**src/rtl/fwft_pkg.sv**
```systemverilog
package fwft_pkg;

   typedef enum logic [0:0] {
      STORE_ARRAY = 1'b0,
      STORE_SLOTS = 1'b1
   } store_style_e;

   function automatic bit depth_ok(input int unsigned d);
      return (d >= 2) && ((d & (d - 1)) == 0);
   endfunction

endpackage

```
**src/rtl/fwft_ptr.sv**
```systemverilog
module fwft_ptr #(
   parameter int unsigned AW = 3
) (
   input  logic          clk,
   input  logic          rst_n,
   input  logic          adv,
   output logic [AW:0]   ptr
);
   localparam logic [AW:0] ONE = {{AW{1'b0}}, 1'b1};

   always_ff @(posedge clk or negedge rst_n) begin
      if (!rst_n) begin
         ptr <= '0;
      end else if (adv) begin
         ptr <= ptr + ONE;
      end
   end
endmodule

```
**src/rtl/fwft_flags.sv**
```systemverilog
module fwft_flags #(
   parameter int unsigned AW = 3
) (
   input  logic [AW:0] wr_ptr,
   input  logic [AW:0] rd_ptr,
   output logic        full,
   output logic        empty
);
   logic same_slot;
   logic same_lap;

   always_comb begin
      same_slot = (wr_ptr[AW-1:0] == rd_ptr[AW-1:0]);
      same_lap  = (wr_ptr[AW] == rd_ptr[AW]);
      empty     = same_slot && same_lap;
      full      = same_slot && !same_lap;
   end
endmodule

```
**src/rtl/fwft_store.sv**
```systemverilog
module fwft_store
   import fwft_pkg::*;
#(
   parameter int unsigned  WIDTH = 8,
   parameter int unsigned  DEPTH = 8,
   parameter store_style_e STYLE = STORE_ARRAY,
   localparam int unsigned AW    = $clog2(DEPTH)
) (
   input  logic             clk,
   input  logic             we,
   input  logic [AW-1:0]    waddr,
   input  logic [WIDTH-1:0] wdata,
   input  logic [AW-1:0]    raddr,
   output logic [WIDTH-1:0] rdata
);
   logic [WIDTH-1:0] slot_q [DEPTH];

   generate
      if (STYLE == STORE_ARRAY) begin : g_array
         always_ff @(posedge clk) begin
            if (we) begin
               slot_q[waddr] <= wdata;
            end
         end
      end else begin : g_slots
         for (genvar s = 0; s < DEPTH; s++) begin : g_slot
            logic hit;
            assign hit = we && (waddr == AW'(s));
            always_ff @(posedge clk) begin
               if (hit) begin
                  slot_q[s] <= wdata;
               end
            end
         end
      end
   endgenerate

   assign rdata = slot_q[raddr];
endmodule

```
**src/rtl/fwft_fifo.sv**
```systemverilog
module fwft_fifo
   import fwft_pkg::*;
#(
   parameter int unsigned  WIDTH = 8,
   parameter int unsigned  DEPTH = 8,
   parameter store_style_e STYLE = STORE_ARRAY
) (
   input  logic             clk,
   input  logic             rst_n,
   input  logic             push_req,
   input  logic [WIDTH-1:0] push_word,
   output logic             is_full,
   input  logic             pop_req,
   output logic [WIDTH-1:0] head_word,
   output logic             is_empty
);
   localparam int unsigned AW = $clog2(DEPTH);

   generate
      if (!depth_ok(DEPTH)) begin : g_bad_depth
         $error("fwft_fifo: DEPTH must be a power of two and at least 2");
      end
      if (WIDTH < 1) begin : g_bad_width
         $error("fwft_fifo: WIDTH must be at least 1");
      end
   endgenerate

   logic [AW:0] wr_ptr;
   logic [AW:0] rd_ptr;
   logic        push_go;
   logic        pop_go;

   assign push_go = push_req && !is_full;
   assign pop_go  = pop_req && !is_empty;

   fwft_ptr #(.AW(AW)) wr_ptr_i (
      .clk   (clk),
      .rst_n (rst_n),
      .adv   (push_go),
      .ptr   (wr_ptr)
   );

   fwft_ptr #(.AW(AW)) rd_ptr_i (
      .clk   (clk),
      .rst_n (rst_n),
      .adv   (pop_go),
      .ptr   (rd_ptr)
   );

   fwft_flags #(.AW(AW)) flags_i (
      .wr_ptr (wr_ptr),
      .rd_ptr (rd_ptr),
      .full   (is_full),
      .empty  (is_empty)
   );

   fwft_store #(.WIDTH(WIDTH), .DEPTH(DEPTH), .STYLE(STYLE)) store_i (
      .clk   (clk),
      .we    (push_go),
      .waddr (wr_ptr[AW-1:0]),
      .wdata (push_word),
      .raddr (rd_ptr[AW-1:0]),
      .rdata (head_word)
   );
endmodule

```
**config.mk**
```make
export PLATFORM = sky130hd
export DESIGN_NAME = fwft_fifo
export DESIGN_NICKNAME = d
export VERILOG_FILES = /design/src/rtl/fwft_pkg.sv /design/src/rtl/fwft_ptr.sv /design/src/rtl/fwft_flags.sv /design/src/rtl/fwft_store.sv /design/src/rtl/fwft_fifo.sv
export SDC_FILE = /design/constraint.sdc
export NUM_CORES = 1
export LEC_CHECK = 0
export BUFFER_PORTS_ARGS = -buffer_cell sky130_fd_sc_hd__buf_4
export CORE_ASPECT_RATIO = 1.2
export CORE_MARGIN = 4
export CORE_UTILIZATION = 45
export DETAILED_ROUTE_END_ITERATION = 6
export SLEW_MARGIN = 5
export SYNTH_ARGS = -nofsm -noshare
export SYNTH_HDL_FRONTEND = slang
export SYNTH_SLANG_ARGS = --single-unit
```
**constraint.sdc**
```tcl
create_clock -name clk -period 3.4 [get_ports clk]
set_clock_uncertainty 0.15 [all_clocks]
set_input_delay 0.68 -clock clk [delete_from_list [all_inputs] [get_ports clk]]
set_output_delay 0.68 -clock clk [all_outputs]
set_load 0.005 [all_outputs]
```
Yosys cells after proc, flatten, opt, wreduce, memory -nomap -nowiden

Memories as Yosys holds them, arrays and structs flattened.
Cells that the tools add are included.

Flip-flop bits (word level): 8
Memory bits (writable): 64
Word-level logic and storage cells: 16
Memories: 1

Memory list:

| name           | depth | bits a word | rd ports | clocked after Yosys merged registers in | write ports | line             | source |
|---|---|---|---|---|---|---|---|
| store_i.slot_q | 8     | 8           | 1        | 0                                       | 1           | fwft_store.sv:16 | `logic [WIDTH-1:0] slot_q [DEPTH];` |

Add/subtract/negate cells: 2
Equal/unequal tests: 2
Mux-type cells: 2
Reductions and logical operators: 7

Operator list:

| kind                                         | number |
|---|---|
| adder 4 x 1 -> 4 bit (second input constant) | 2 |
| logical AND 1 bit                            | 4 |
| == test 3 bit                                | 1 |
| zero test 1 bit                              | 3 |
| 2-to-1 mux 1 bit                             | 2 |
| == test 1 bit                                | 1 |

Longest topological paths before layout

Word-level depth: 7
Mapped depth: 5
Gate-level depth less buffers: 4

Modules after synthesis

A second synthesis with hierarchy kept.

Cell total of the unflattened synthesis: 136
Area, all modules: 2941.6 um^2

Modules (own cells, without submodules):

| module     | times used | cells each | area an instance (um^2) | sequential area each (um^2) |
|---|---|---|---|---|
| fwft_store | 1          | 106        | 2531.2                  | 1921.8 |
| fwft_ptr   | 2          | 11         | 160.2                   | 100.1 |
| fwft_flags | 1          | 6          | 62.6                    | 0.0 |
| fwft_fifo  | 1          | 2          | 27.5                    | 0.0 |

Worst setup path before layout

No wires, ideal clock.

Path type: reg-to-reg
Start point: register wr_ptr_i.ptr[0]
End point: memory store_i.slot_q[6][0], enable pin
Library setup time: 398 ps
Arrival time: 2028 ps
Setup slack: 824 ps
Cell stages (with the launch flop): 5
Period minus slack after synthesis: 2576 ps
Path through: dfrtp_1 > buf_4 > xor2_2 > nor4_4 > nor4b_1

Word-level cells in the longest chain between the ends: 6

RTL lines:

| element                                | line             | source |
|---|---|---|
| from (decl)                            | fwft_ptr.sv:7    | `output logic [AW:0] ptr` |
| from (signal assigned)                 | fwft_ptr.sv:15   | `ptr <= ptr + ONE;` |
| == test 3 bit                          | fwft_flags.sv:13 | `same_slot = (wr_ptr[AW-1:0] == rd_ptr[AW-1:0]);` |
| logical AND 1 bit                      | fwft_flags.sv:16 | `full = same_slot && !same_lap;` |
| via is_full                            | fwft_fifo.sv:12  | `output logic is_full,` |
| zero test 1 bit                        | fwft_fifo.sv:33  | `assign push_go = push_req && !is_full;` |
| logical AND 1 bit                      | fwft_fifo.sv:33  |  |
| 2-to-1 mux 1 bit                       | fwft_store.sv:21 | `if (we) begin` |
| 2-to-1 mux 1 bit (implied by the code) | fwft_store.sv:22 | `slot_q[waddr] <= wdata;` |
| to (decl)                              | fwft_store.sv:16 |  |

The timed path passes the listed nets, and every way through them passes these cells.

Worst setup path in the final report

Start point: register rd_ptr_i.ptr[0]
End point: output is_full

Word-level cells in the longest chain between the ends: 2

RTL lines:

| element                | line |
|---|---|
| from (decl)            | fwft_ptr.sv:7 |
| from (signal assigned) | fwft_ptr.sv:15 |
| == test 3 bit          | fwft_flags.sv:13 |
| logical AND 1 bit      | fwft_flags.sv:16 |
| to (decl)              | fwft_fifo.sv:12 |

No other way between the ends.

==> flow_summary_export.csv <==
group,metric,value,unit
synth,synth_most_common_cell,"edfxtp_1",
synth,seq_area_frac_synth,0.679,
layout,drive_above_1_share,0.400,
global_routing,grt_max_degree,22,
synth,netlist_top_cells_count,"edfxtp_1, mux4_2, dfrtp_1",
min_path,hold_path.class,"input port to flop",
placement,dp_hpwl,3.58,mm
global_routing,antenna_found_initial,0,
clock_network,clk-insertion-delay-late,0.35,ns
clock_network,root_buffer,"clkbuf_8",
floorplanning,die_w,84.1,µm
worst_setup_path,r2r-start,"rd_ptr_i.ptr[0]$_DFFE_PN0P_",
routing,drc,0,
clock_network,clock_path_buffers,2,
clock_network,cts.sinks,72,
routing,ant_nets,0,
sta,fin_crit_sh,0.869,
worst_setup_path,r2r_cells,5,
floorplanning,die_y,99.3,µm
worst_setup_path,worst-setup-path-type,"flop to primary output",
worst_setup_path,startpoint_type,"flop",
power_and_ir_drop,peakVddDrop,0.000424,V
synth,synth_fp_nets,163,
synth,synth_top_area_cell,"edfxtp_1",
clock_network,htree_levels,3,
sta,hold_viol_final,0,
synth,synthFlopType,"edfxtp_1",
floorplanning,dieArea,0.00835,mm²
layout,final_util,0.533,
power_and_ir_drop,power.density,881,mW/mm²
layout,fillers,550,
worst_setup_path,slowest_stage,"nor4_4",
worst_setup_path,end_kind,"primary output",
worst_setup_path,worstPathMaxFanout,21,
placement,post-place-cells,260,
floorplanning,fp.coreArea,0.00681,mm²
worst_setup_path,cpPeakStageDelay,0.63,ns
floorplanning,initial_core_util,0.459,
worst_setup_path,cp.arrival,2.12,ns
sta,clock.fmax,339,MHz
synth,synthDominantCellAreaShare,0.615,
placement,portBuffers,21,
sta,drv_slew,0,
sta,period_needed,2.95,ns
min_path,min_to,"store_i.slot_q[0][0]$_DFFE_PP_",
floorplanning,floorplan.io_pins,22,
min_path,whs_path_depth,1,
synth,synthTopCellsByArea,"edfxtp_1, mux4_2, dfrtp_1",
worst_setup_path,cpMostUsedCell,"buf_4",
synth,synth_seq_cells,72,
clock_network,numCtsBuffers,9,
floorplanning,num_rows,33,
synth,postSynthCellCount,149,
synth,synth_area_per_cell,21.0,µm²
flow_run,drv_cap,0,
power_and_ir_drop,power,3.20,mW
power_and_ir_drop,p_leak,1.27,nW
routing,vias,1533,
synth,synth_edf_count,64,
clock_network,clk_pin_slew,0.08,ns
run_status,outcome,"finished, final reports clean",
routing,first_pass_iters,4,
sta,slew_headroom,0.606,
sta,hold_ws,0.410,ns
worst_setup_path,crit_chain,"buf_4 > xor2_2 > nor4_4 > buf_4",
routing,routedWlPerCell,20.3,µm
routing,viasPerCell,5.53,
global_routing,grt_usage,0.151,
sta,setup_viol,0,
layout,diodes,0,
synth,ys_warn_count,0,
layout,nets,199,
global_routing,grt_pass1_wl,8.99,mm
placement,routabilityCongestion,0.677,
synth,synthDistinctLibCells,32,
sta,worst_slew_pin_slew,0.587,ns
global_routing,overflow,0,
clock_network,cts_tree,"done",
sta,rsz0062_at_grt,"no",
routing,finalWirelength,5.61,mm
synth,syn-cell-area,0.00313,mm²
global_routing,first_global_vias,1636,
worst_setup_path,r2r_end,"store_i.slot_q[5][1]$_DFFE_PP_",
synth,synthArstFlopShare,0.111,
worst_setup_path,reg2reg_slack,1.10,ns
layout,final_cells,277,
min_path,worstHoldStart,"push_word[0]",
worst_setup_path,critPathRequiredTime,2.57,ns
routing,drt_iter0_drc,73,
clock_network,cts_resized,0,
sta,tns,0,ns
layout,syn2layout_area_growth,16.2,%
## timing repair
| item | 4_1_cts | 5_1_grt |
|---|---|---|
| endpoints found under the hold margin | 8 | 0 |
| hold buffers | 1 | 0 |
| setup buffers | 0 | 0 |
## registers in the layout, indices dropped and copies added, names as in the netlist
name,flops
store_i.slot_q,64
rd_ptr_i.ptr,4
wr_ptr_i.ptr,4
## layer usage
layer	wire length, µm	up-vias	GRT usage
met2	3010	21	0.250
met5	0	-	0
li1	-	693	-
met4	119	0	0.0804
met3	158	8	0.0389
met1	2330	811	0.182
## worst max-delay path, delay by kind of cell (launching register included)
family                 cells  cell delay [ns]
AND/OR/NAND/NOR            1             0.63
flip-flops                 1             0.34
XOR/XNOR                   1             0.24
buffers and inverters      2             0.57
## report_power, final
part	total, mW	internal, mW	switching, mW
logic	1.24	0.636	0.601
clock network	0.681	0.346	0.335
registers	1.28	1.14	0.147
total	3.20	2.12	1.08
## area by class of cell
cell class | count | area [µm²] | share of cell area
repair buffers | 33 | 250 | 0.0689
clock buffers | 9 | 124 | 0.0341
multi-input cells | 68 | 943 | 0.260
clock inverters | 7 | 80.1 | 0.0220
inverters | 1 | 3.75 | 0.00103
well taps | 87 | 109 | 0.0300
flip-flops and latches | 72 | 2120 | 0.584
## logic make-up after synthesis
| family | Yosys count | share of synthesized area |
|---|---|---|
| fa+ha+maj | 2 | 0.00801 |
| flops | 72 | 0.679 |
| buf+inv | 9 | 0.0232 |
| xor+xnor | 12 | 0.0408 |
| simple gates | 20 | 0.0468 |
| mux | 26 | 0.167 |
| compound gates | 8 | 0.0352 |
## worst max path at each step
stage	startpoint	end	slack, ns	cells past startpoint
after floorplan	wr_ptr_i.ptr[0]$_DFFE_PN0P_	store_i.slot_q[6][0]$_DFFE_PP_	0.82	4
after global placement	rd_ptr_i.ptr[1]$_DFFE_PN0P_	head_word[0]	0.85	4
after detailed placement	rd_ptr_i.ptr[0]$_DFFE_PN0P_	is_full	0.81	4
after CTS	rd_ptr_i.ptr[0]$_DFFE_PN0P_	is_full	0.40	4
after global routing	rd_ptr_i.ptr[0]$_DFFE_PN0P_	is_full	0.27	4
final	rd_ptr_i.ptr[0]$_DFFE_PN0P_	is_full	0.45	4
## cells in the final DEF, fill, tap and decap left out, types with 3 or more instances in the layout
master	instances
clkbuf_8	9
mux4_1	6
xor2_1	3
nor4_1	4
xnor2_1	6
mux4_2	10
buf_4	32
mux2_4	7
nor4b_2	4
dfrtp_1	8
edfxtp_1	64
nand2_1	4
xor2_2	3
## per-stage QoR
stage,instance area (µm²),setup slack [ns]
after floorplan,3130,0.824
after global placement,3420,0.847
after detailed placement,3420,0.809
after CTS,3630,0.397
after global routing,3630,0.272
final,3630,0.447
(Power assumes the default switching activity.)
